## config.mk

```make
export PLATFORM = sky130hd
export DESIGN_NAME = trigRouteFabric
export DESIGN_NICKNAME = d
export VERILOG_FILES = /design/src/rtl/trigRoutePkg.sv /design/src/rtl/trigRouteCfg.sv /design/src/rtl/trigRouteLayer.sv /design/src/rtl/trigRouteFabric.sv
export SDC_FILE = /design/constraint.sdc
export NUM_CORES = 1
export LEC_CHECK = 0
export ABC_AREA = 1
export CELL_PAD_IN_SITES_DETAIL_PLACEMENT = 1
export CELL_PAD_IN_SITES_GLOBAL_PLACEMENT = 1
export CORE_MARGIN = 2
export CORE_UTILIZATION = 49
export CTS_CLUSTER_DIAMETER = 30
export DETAILED_ROUTE_END_ITERATION = 8
export GPL_TIMING_DRIVEN = 1
export PLACE_DENSITY_LB_ADDON = 0.25
export RECOVER_POWER = 50
export SETUP_SLACK_MARGIN = 0.1
export SYNTH_ARGS = -nofsm -noshare
export SYNTH_HDL_FRONTEND = slang
export SYNTH_SLANG_ARGS = --single-unit
```

## constraint.sdc

```tcl
create_clock -name clk -period 2.37 [get_ports clk]
set_input_delay 0.5925 -clock clk [delete_from_list [all_inputs] [get_ports clk]]
set_output_delay 0.5925 -clock clk [all_outputs]
set_load 0.01 [all_outputs]
```

## src/rtl/trigRoutePkg.sv

```systemverilog
`timescale 1ns/1ps
package trigRoutePkg;
  // Output identifier width: layer bit, 4-bit group, spare bit, 7-bit index
  localparam int ID_W = 13;

  typedef struct packed {
    logic freeze;
    logic edgeMode;
    logic invert;
  } outFlags_t;
endpackage

```

## src/rtl/trigRouteCfg.sv

```systemverilog
`timescale 1ns/1ps
module trigRouteCfg
  import trigRoutePkg::*;
#(
  parameter int RED_GROUPS = 4,
  parameter int RED_OUTS   = 4,
  parameter int DST_GROUPS = 4,
  parameter int DST_OUTS   = 4,
  parameter int SEL_W      = 4,
  localparam int RED_N = RED_GROUPS * RED_OUTS,
  localparam int DST_N = DST_GROUPS * DST_OUTS,
  localparam int CFG_W = SEL_W + 3
) (
  input  logic                          clk,
  input  logic                          rstN,
  input  logic                          wrEn,
  input  logic [ID_W-1:0]               wrAddr,
  input  logic [CFG_W-1:0]              wrData,
  output logic [RED_N-1:0][SEL_W-1:0]   redSel,
  output outFlags_t [RED_N-1:0]         redFlags,
  output logic [DST_N-1:0][SEL_W-1:0]   dstSel,
  output outFlags_t [DST_N-1:0]         dstFlags
);
  logic       layerBit;
  logic       spareOk;
  logic [3:0] grpField;
  logic [6:0] idxField;
  logic       redHit, dstHit;
  int         redIdx, dstIdx;

  assign layerBit = wrAddr[12];
  assign grpField = wrAddr[11:8];
  assign spareOk  = !wrAddr[7];
  assign idxField = wrAddr[6:0];

  always_comb begin
    redIdx = int'(grpField) * RED_OUTS + int'(idxField);
    dstIdx = int'(grpField) * DST_OUTS + int'(idxField);
    redHit = wrEn && spareOk && !layerBit &&
             (int'(grpField) < RED_GROUPS) && (int'(idxField) < RED_OUTS);
    dstHit = wrEn && spareOk && layerBit &&
             (int'(grpField) < DST_GROUPS) && (int'(idxField) < DST_OUTS);
  end

  always_ff @(posedge clk or negedge rstN) begin
    if (!rstN) begin
      redSel   <= '0;
      redFlags <= '0;
      dstSel   <= '0;
      dstFlags <= '0;
    end else begin
      for (int o = 0; o < RED_N; o++) begin
        if (redHit && redIdx == o) begin
          redSel[o]   <= wrData[SEL_W-1:0];
          redFlags[o] <= outFlags_t'(wrData[SEL_W+2:SEL_W]);
        end
      end
      for (int o = 0; o < DST_N; o++) begin
        if (dstHit && dstIdx == o) begin
          dstSel[o]   <= wrData[SEL_W-1:0];
          dstFlags[o] <= outFlags_t'(wrData[SEL_W+2:SEL_W]);
        end
      end
    end
  end


  ignored_write_chk: assert property (@(posedge clk) disable iff (!rstN)
    (wrEn && !redHit && !dstHit) |=>
      ($stable(redSel) && $stable(redFlags) && $stable(dstSel) && $stable(dstFlags)));


  red_store_chk: assert property (@(posedge clk) disable iff (!rstN)
    redHit |=> (redSel[$past(redIdx)] == $past(wrData[SEL_W-1:0])));


  dst_store_chk: assert property (@(posedge clk) disable iff (!rstN)
    dstHit |=> (dstSel[$past(dstIdx)] == $past(wrData[SEL_W-1:0])));
endmodule

```

## src/rtl/trigRouteLayer.sv

```systemverilog
`timescale 1ns/1ps
module trigRouteLayer
  import trigRoutePkg::*;
#(
  parameter int GROUPS       = 4,
  parameter int IN_PER_GRP   = 8,
  parameter int OUTS_PER_GRP = 4,
  parameter int NUM_IN       = 32,
  parameter int SEL_W        = 4,
  localparam int N = GROUPS * OUTS_PER_GRP
) (
  input  logic                      clk,
  input  logic                      rstN,
  input  logic [NUM_IN-1:0]         inVec,
  input  logic                      debugHalt,
  input  logic [N-1:0][SEL_W-1:0]   sel,
  input  outFlags_t [N-1:0]         flags,
  output logic [N-1:0]              outVec
);
  logic [GROUPS-1:0][IN_PER_GRP-1:0] grpIn;
  logic [N-1:0] condV;
  logic [N-1:0] prevQ, holdQ, outQ;

  for (genvar g = 0; g < GROUPS; g++) begin : gGrp
    for (genvar k = 0; k < IN_PER_GRP; k++) begin : gIn
      assign grpIn[g][k] = inVec[(g * IN_PER_GRP + k) % NUM_IN];
    end
  end

  for (genvar o = 0; o < N; o++) begin : gOut
    localparam int G = o / OUTS_PER_GRP;
    logic pick, hit;
    always_comb begin
      pick = 1'b0;
      hit  = 1'b0;
      for (int k = 0; k < IN_PER_GRP; k++) begin
        if (sel[o] == SEL_W'(k + 1)) begin
          pick = grpIn[G][k];
          hit  = 1'b1;
        end
      end
    end
    assign condV[o] = hit & (pick ^ flags[o].invert);


    freeze_low_chk: assert property (@(posedge clk) disable iff (!rstN)
      (debugHalt && flags[o].freeze) |=> !outQ[o]);


    no_input_low_chk: assert property (@(posedge clk) disable iff (!rstN)
      (sel[o] == '0 && !holdQ[o]) |=> !outQ[o]);


    level_follow_chk: assert property (@(posedge clk) disable iff (!rstN)
      (!flags[o].edgeMode && !(debugHalt && flags[o].freeze) && sel[o] == SEL_W'(1))
        |=> (outQ[o] == $past(grpIn[G][0] ^ flags[o].invert)));


    pulse_two_chk: assert property (@(posedge clk) disable iff (!rstN)
      ($rose(outQ[o]) && flags[o].edgeMode && !(debugHalt && flags[o].freeze))
        |=> outQ[o]);
  end

  always_ff @(posedge clk or negedge rstN) begin
    if (!rstN) begin
      prevQ <= '0;
      holdQ <= '0;
      outQ  <= '0;
    end else begin
      prevQ <= condV;
      for (int o = 0; o < N; o++) begin
        if (debugHalt && flags[o].freeze) begin
          outQ[o]  <= 1'b0;
          holdQ[o] <= 1'b0;
        end else if (!flags[o].edgeMode) begin
          outQ[o]  <= condV[o];
          holdQ[o] <= 1'b0;
        end else if (condV[o] && !prevQ[o]) begin
          outQ[o]  <= 1'b1;
          holdQ[o] <= 1'b1;
        end else begin
          outQ[o]  <= holdQ[o];
          holdQ[o] <= 1'b0;
        end
      end
    end
  end

  assign outVec = outQ;
endmodule

```

## src/rtl/trigRouteFabric.sv

```systemverilog
`timescale 1ns/1ps
module trigRouteFabric
  import trigRoutePkg::*;
#(
  parameter int RED_GROUPS = 4,
  parameter int RED_INS    = 8,
  parameter int RED_OUTS   = 4,
  parameter int DST_GROUPS = 4,
  parameter int DST_INS    = 8,
  parameter int DST_OUTS   = 4,
  localparam int NUM_SRC = RED_GROUPS * RED_INS,
  localparam int NUM_MID = RED_GROUPS * RED_OUTS,
  localparam int NUM_DST = DST_GROUPS * DST_OUTS,
  localparam int MAX_INS = (RED_INS > DST_INS) ? RED_INS : DST_INS,
  localparam int SEL_W   = $clog2(MAX_INS + 1),
  localparam int CFG_W   = SEL_W + 3
) (
  input  logic               clk,
  input  logic               rstN,
  input  logic [NUM_SRC-1:0] srcTrig,
  input  logic               debugHalt,
  input  logic               wrEn,
  input  logic [ID_W-1:0]    wrAddr,
  input  logic [CFG_W-1:0]   wrData,
  output logic [NUM_DST-1:0] dstTrig
);
  logic [NUM_MID-1:0][SEL_W-1:0] redSel;
  outFlags_t [NUM_MID-1:0]       redFlags;
  logic [NUM_DST-1:0][SEL_W-1:0] dstSel;
  outFlags_t [NUM_DST-1:0]       dstFlags;
  logic [NUM_MID-1:0]            midTrig;

  trigRouteCfg #(
    .RED_GROUPS(RED_GROUPS), .RED_OUTS(RED_OUTS),
    .DST_GROUPS(DST_GROUPS), .DST_OUTS(DST_OUTS), .SEL_W(SEL_W)
  ) uCfg (
    .clk(clk), .rstN(rstN), .wrEn(wrEn), .wrAddr(wrAddr), .wrData(wrData),
    .redSel(redSel), .redFlags(redFlags), .dstSel(dstSel), .dstFlags(dstFlags)
  );

  trigRouteLayer #(
    .GROUPS(RED_GROUPS), .IN_PER_GRP(RED_INS), .OUTS_PER_GRP(RED_OUTS),
    .NUM_IN(NUM_SRC), .SEL_W(SEL_W)
  ) uRed (
    .clk(clk), .rstN(rstN), .inVec(srcTrig), .debugHalt(debugHalt),
    .sel(redSel), .flags(redFlags), .outVec(midTrig)
  );

  trigRouteLayer #(
    .GROUPS(DST_GROUPS), .IN_PER_GRP(DST_INS), .OUTS_PER_GRP(DST_OUTS),
    .NUM_IN(NUM_MID), .SEL_W(SEL_W)
  ) uDst (
    .clk(clk), .rstN(rstN), .inVec(midTrig), .debugHalt(debugHalt),
    .sel(dstSel), .flags(dstFlags), .outVec(dstTrig)
  );


  reset_quiet_chk: assert property (@(posedge clk) !rstN |=> (dstTrig == '0));
endmodule

```

Word-level counts from Yosys, hierarchy flattened
Index checks and enable logic that the tools add are counted.
{"block": "word_totals", "reg_bits": 320, "out_inout_bits": 16}
{"block": "classes", "addsub": 1, "order_cmp": 2, "eq_ne": 271, "n_mux": 704, "bitwise_logic": 64, "n_reduce_logical": 138}
{"op": "2-to-1 mux 1 bit", "n": 704}
{"op": "== test 4 x 3 -> 1 bit, second input constant", "n": 128}
{"op": "== test 32 x 5 -> 1 bit, second input constant", "n": 8}
{"op": "== test 4 x 2 -> 1 bit, second input constant", "n": 64}
{"op": "== test 32 x 4 -> 1 bit, second input constant", "n": 4}
{"op": "== test 4 x 1 -> 1 bit, second input constant", "n": 32}
{"op": "== test 4 bit, second input constant", "n": 32}
{"op": "logical AND 1 bit", "n": 103}
{"op": "== test 32 x 3 -> 1 bit, second input constant", "n": 2}
{"op": "logical NOT 1 bit", "n": 34}
{"op": "AND 1 bit", "n": 32}
{"op": "== test 32 x 2 -> 1 bit, second input constant", "n": 1}
{"op": "logical NOT 32 bit", "n": 1}
{"op": "bitwise XOR 1 bit", "n": 32}
{"op": "adder 6 x 7 -> 8 bit", "n": 1}
{"op": "< comparator 7 x 3 -> 1 bit, second input constant", "n": 1}
{"op": "< comparator 4 x 3 -> 1 bit, second input constant", "n": 1}

Longest topological paths before layout
{"block": "logic_depth", "ltp_word": 15, "depth_mapped": 10}

By module
A second synthesis with hierarchy kept.
{"block": "hier_totals", "cells_unflattened": 2710, "hier_area_um2": 19553.8}
{"mod": "trigRouteCfg", "instances": 1, "cells_each": 1333, "area_each_um2": 11302.1, "seq_area_each_um2": 5605.4}
{"mod": "trigRouteLayer (uDst)", "instances": 1, "cells_each": 694, "area_each_um2": 4256.6, "seq_area_each_um2": 1201.2}
{"mod": "trigRouteLayer (uRed)", "instances": 1, "cells_each": 683, "area_each_um2": 3995.1, "seq_area_each_um2": 1201.2}

Worst setup path before layout
No wires, ideal clock.
{"block": "synth_timing", "kind": "in2reg", "startpoint": "input port wrAddr[2]", "endpoint": "register uCfg.dstSel[52] (netlist name)", "setup_ns": 0.133, "arrival_time_ns": 2.224, "required_time_ns": 2.237, "slack_ns": 0.012, "cell_stages": 8, "n_path_buf": 1, "cell_sequence": "ha_1 fa_1 nand2_1 nor3_1 nand2_1 clkbuf_1 nand2_1 o21ai_0"}
{"block": "synth_between", "elab_chain_cells": 3, "elab_cells_between_ends": 5, "cone_classes": "add/sub: 1; order compare: 1; eq/ne: 1; reduce/logical: 2"}
{"element": "start, declared", "line_no": "trigRouteFabric.sv:23", "source": "input logic [ID_W-1:0] wrAddr,"}
{"element": "adder 6 x 7 -> 8 bit or < comparator 7 x 3 -> 1 bit (tied branches)", "line_no": "trigRouteCfg.sv:38, trigRouteCfg.sv:42"}
{"element": "== test 32 x 5 -> 1 bit or logical AND 1 bit (tied branches)", "line_no": "trigRouteCfg.sv:59, trigRouteCfg.sv:42"}
{"element": "logical AND 1 bit (*)", "line_no": "trigRouteCfg.sv:59", "source": "if (dstHit && dstIdx == o) begin"}
{"element": "end signal, assigned by index", "line_no": "trigRouteCfg.sv:60", "source": "dstSel[o] <= wrData[SEL_W-1:0];"}
{"element": "end, declared", "line_no": "trigRouteCfg.sv:21", "source": "output logic [DST_N-1:0][SEL_W-1:0] dstSel,"}
Every way passes the cells marked *; elsewhere a longest branch is shown, timed or not.
A chain may end at the register's enable or synchronous reset.

Final worst setup path
{"block": "layout_timing", "startpoint": "input port wrAddr[1]", "endpoint": "register uCfg.redFlags[26] (netlist name)"}
{"block": "layout_between", "elab_chain_cells": 3, "elab_cells_between_ends": 5, "cone_classes": "add/sub: 1; order compare: 1; eq/ne: 1; reduce/logical: 2"}
{"element": "adder 6 x 7 -> 8 bit or < comparator 7 x 3 -> 1 bit (tied branches)", "line_no": "trigRouteCfg.sv:37, trigRouteCfg.sv:40"}
{"element": "== test 32 x 5 -> 1 bit or logical AND 1 bit (tied branches)", "line_no": "trigRouteCfg.sv:53, trigRouteCfg.sv:40"}
{"element": "logical AND 1 bit (*)", "line_no": "trigRouteCfg.sv:53", "source": "if (redHit && redIdx == o) begin"}
Marks and branches as above.

==> run summary <==
Number of buffers added on ports = 71
Startpoint of the worst-slack reg-to-reg timing path = uRed.outVec[12]
Initial cell density of the core = 0.4978
Global routing's busiest layer = met2
Slew @ Worst Pin = 0.9593 ns
Sum of net half-perimeters after detailed placement = 34910 um
Total clock buffers created by CTS = 82
Final critical-path required period = 3.052 ns
Share of the synthesized area in the top cell type = 0.4944
Final non-filler cell area = 21550 sq um
Crit Path Category = in -> reg
Normalized max-slew margin = 0.3605
Final standard cell count with taps included and fillers excluded = 2892
Clock input transition at the sequential cells of the worst setup and hold paths = 0.06 ns
Die Span X = 185.8 um
Nets@finish = 2434
Category of the worst setup path capture point = flip-flop
Power density relative to cell area = 888.4 nW/um^2
RSZ-0062 raised after global routing = yes
Path type of the worst min-delay path = reg -> reg
Max-slew violation count = 0
Highest-count cells in the layout ignoring fill and taps = 763 x nand2_1, 322 x nand3_1, 319 x dfrtp_1
Worst Min Path Start = uDst.holdQ[12]
Launching instance or port of the critical path = wrAddr[1]
# rows = 66
Largest clock skew in the final design = 0.04553 ns
Cell-by-cell trace of the critical path = clkdlybuf4s50_1 > nor2_1 > inv_1 > nor3_4 > nand2_1 > buf_6 > o21ai_1
Detailed-route via count = 20400
Wire length of the first global-routing pass = 123800 um
Slowest stage delay, CP = 0.78 ns
Mean Syn Cell Area = 7.399 sq um
Ratio of final minimum period to clock period = 1.288
F_max = 327.7 MHz
GRT Overall Usage = 0.4786
Peak ir drop on the vdd network = 0.0006261 V
Critical-path cell with the highest stage delay = nor2_1
Post-route antenna net violation count = 0
Detailed-router iteration count before antenna repair = 6
DRC violations left = 0
Arrival time of data at the critical path endpoint = 3.54 ns
Violated checks = setup timing
CTS tree = done
Die outline height = 185.8 um
Met3 usage = 0.1587
Clock insertion delay at the later pin of the skew report = 0.66 ns
Final Hold Viols = 0
Status = finished, violations left
Synth-to-layout area growth = 33.07%
Via count normalized by instance count = 7.055
Netlist area before placement = 16200 sq um
Area enclosed by the die boundary = 34520 sq um
GR Layer Usage met1 = 0.5235
Clock root buffer = clkbuf_16
Fill cell instance count of the final layout = 3879
Syn. warnings = 0
Worst Hold Slack = 0.4900 ns
Number of global-route vias before repair = 20840
Number of clock sinks seen by CTS = 320
Fraction of layout cells with a size suffix above 1 = 0.1254
Max clock buf depth = 3
Initial antenna violation count = 17
Static Leak = 0.01090 uW
Final RePlAce weighted congestion = 0.8476
Worst setup slack after layout = -0.6816 ns
DP Cell Count = 2714
Count of max-cap constraint violations = 0
Synth area leader = dfrtp_1
Placed Instance Area = 17970 sq um
Number of instances in the synthesized netlist = 2189
Dominant cells by area after synthesis = dfrtp_1 49%, nand2_1 18%, nand3_1 10%
Gate family responsible for the most delay along the worst path = simple AND/OR/NAND/NOR gates
Ports placed on the boundary = 72
Leading cell type in the layout, fill and taps excluded = nand2_1
Count of routing violations after the opening detailed-route iteration = 3291
Library cells used by synthesis = 21
Max H-tree Level = 3
Average wire per cell in the routed design = 33.07 um
Critical Path Source Type = input pin
Remaining global-route overflow = 0
Seq/Total Area, Yosys = 0.4944
Final setup vio count = 50
Buffer and inverter count on the worst path = 3
Post-synthesis net count = 2250
GR Util met2 = 0.7630
Count of state elements after synthesis = 320
Pin count of the biggest net entering global routing = 60
Crit path max fanout = 14
Floorplan core area = 32540 sq um
Data required time at the worst endpoint = 2.85 ns
Total routed wirelength = 95640 um
==> cell type report <==
class / instances / area, sq um / area share
antenna: 10 / 25.02 / 0.001161
clock buffer: 109 / 2380 / 0.1104
clock inverter: 42 / 633.1 / 0.02938
inverter: 261 / 979.7 / 0.04546
multi-input combinational: 1539 / 7291 / 0.3383
sequential: 320 / 8009 / 0.3716
tap: 442 / 553.0 / 0.02566
timing repair buffer: 169 / 1680 / 0.07797
==> through the flow <==
step                      setup slack [ns]    util  TNS (ns)  total power [uW]
final                              -0.6816  0.6624    -9.380             19140
after global routing               -0.5420  0.6620    -7.254             19290
after CTS                          0.07969  0.6512         0             18530
after detailed placement           -0.6747  0.5525   -114.77              6100
after global placement             -0.5688  0.5525    -98.96              6085
after floorplan                    0.07822       -         0              5698
==> layer usage <==
| metal | wire, um | vias up | share of wire |
|---|---|---|---|
| li1 | - | 7433 | - |
| met1 | 29950 | 9625 | 0.31 |
| met4 | 11000 | 10 | 0.11 |
| met3 | 13760 | 1063 | 0.14 |
| met2 | 40870 | 2272 | 0.43 |
| met5 | 72 | - | 0.00075 |
==> cell usage after synthesis (all sizes together) <==
cell and instances:
ha 4, nand3b 33, nand4 32, dfrtp 320
o21ai 226, fa 1, inv 261, nand3 326
nor3 13, nand2 784, a21oi 1, buf 5
xor2 32, nor2 87, clkbuf 64
==> power by group <==
group,internal (uW),switching [uW]
registers,5470,1.65
logic,187,489
clock network,8660,4330
total,14300,4820
==> cell families (layout without fill, tap and decap cells) <==
group                      Yosys count  in the layout  synth area share
buffers and inverters              330            581           0.07671
xor gates and xnor gates            32             32           0.01731
adders and majority gates            5              5          0.004327
other                                0             10                 0
AOI/OAI and AO/OA                  227            227           0.07015
DFF                                320            320            0.4944
and+or+nand+nor                   1275           1275            0.3371
==> path summary, 6_finish.rpt <==
check / endpoint / slack (ns) / cells after the start
worst min register to register: uDst.outVec[12] / 0.49 / 2
min in group asynchronous: uDst.holdQ[0] / 0.53 / 2
worst min-delay path: uDst.outVec[12] / 0.49 / 2
worst max register to register: uDst.holdQ[7] / -0.23 / 9
worst max-delay path: uCfg.redFlags[26] / -0.68 / 7
max in group asynchronous: uCfg.dstSel[24] / 0.38 / 3
==> worst register-to-register path: cells and delay by family, from the launching register on <==
kind	cells	cell delay, ns
AND/OR/NAND/NOR	8	1.69
flip-flops	1	0.42
buffers and inverters	1	0.39
==> repair_timing <==
item / in CTS / in global routing
hold buffers: 1 / 0
gates resized for setup: 74 / 120
hold endpoints to repair: 48 / 0
endpoints found under the setup margin: 178 / 223
pin swaps: 11 / 15
setup buffers: 2 / 7
cloned: 2 / 5
==> registers in the layout, summed over array words and instances (netlist names) <==
register and cells:
uRed.prevQ 16, uRed.outVec 16, uCfg.redSel 64, uDst.outVec 16
uDst.prevQ 16, uCfg.dstFlags 48, uDst.holdQ 16, uCfg.redFlags 48
uRed.holdQ 16, uCfg.dstSel 64
Power figures use the tool's default switching activity.
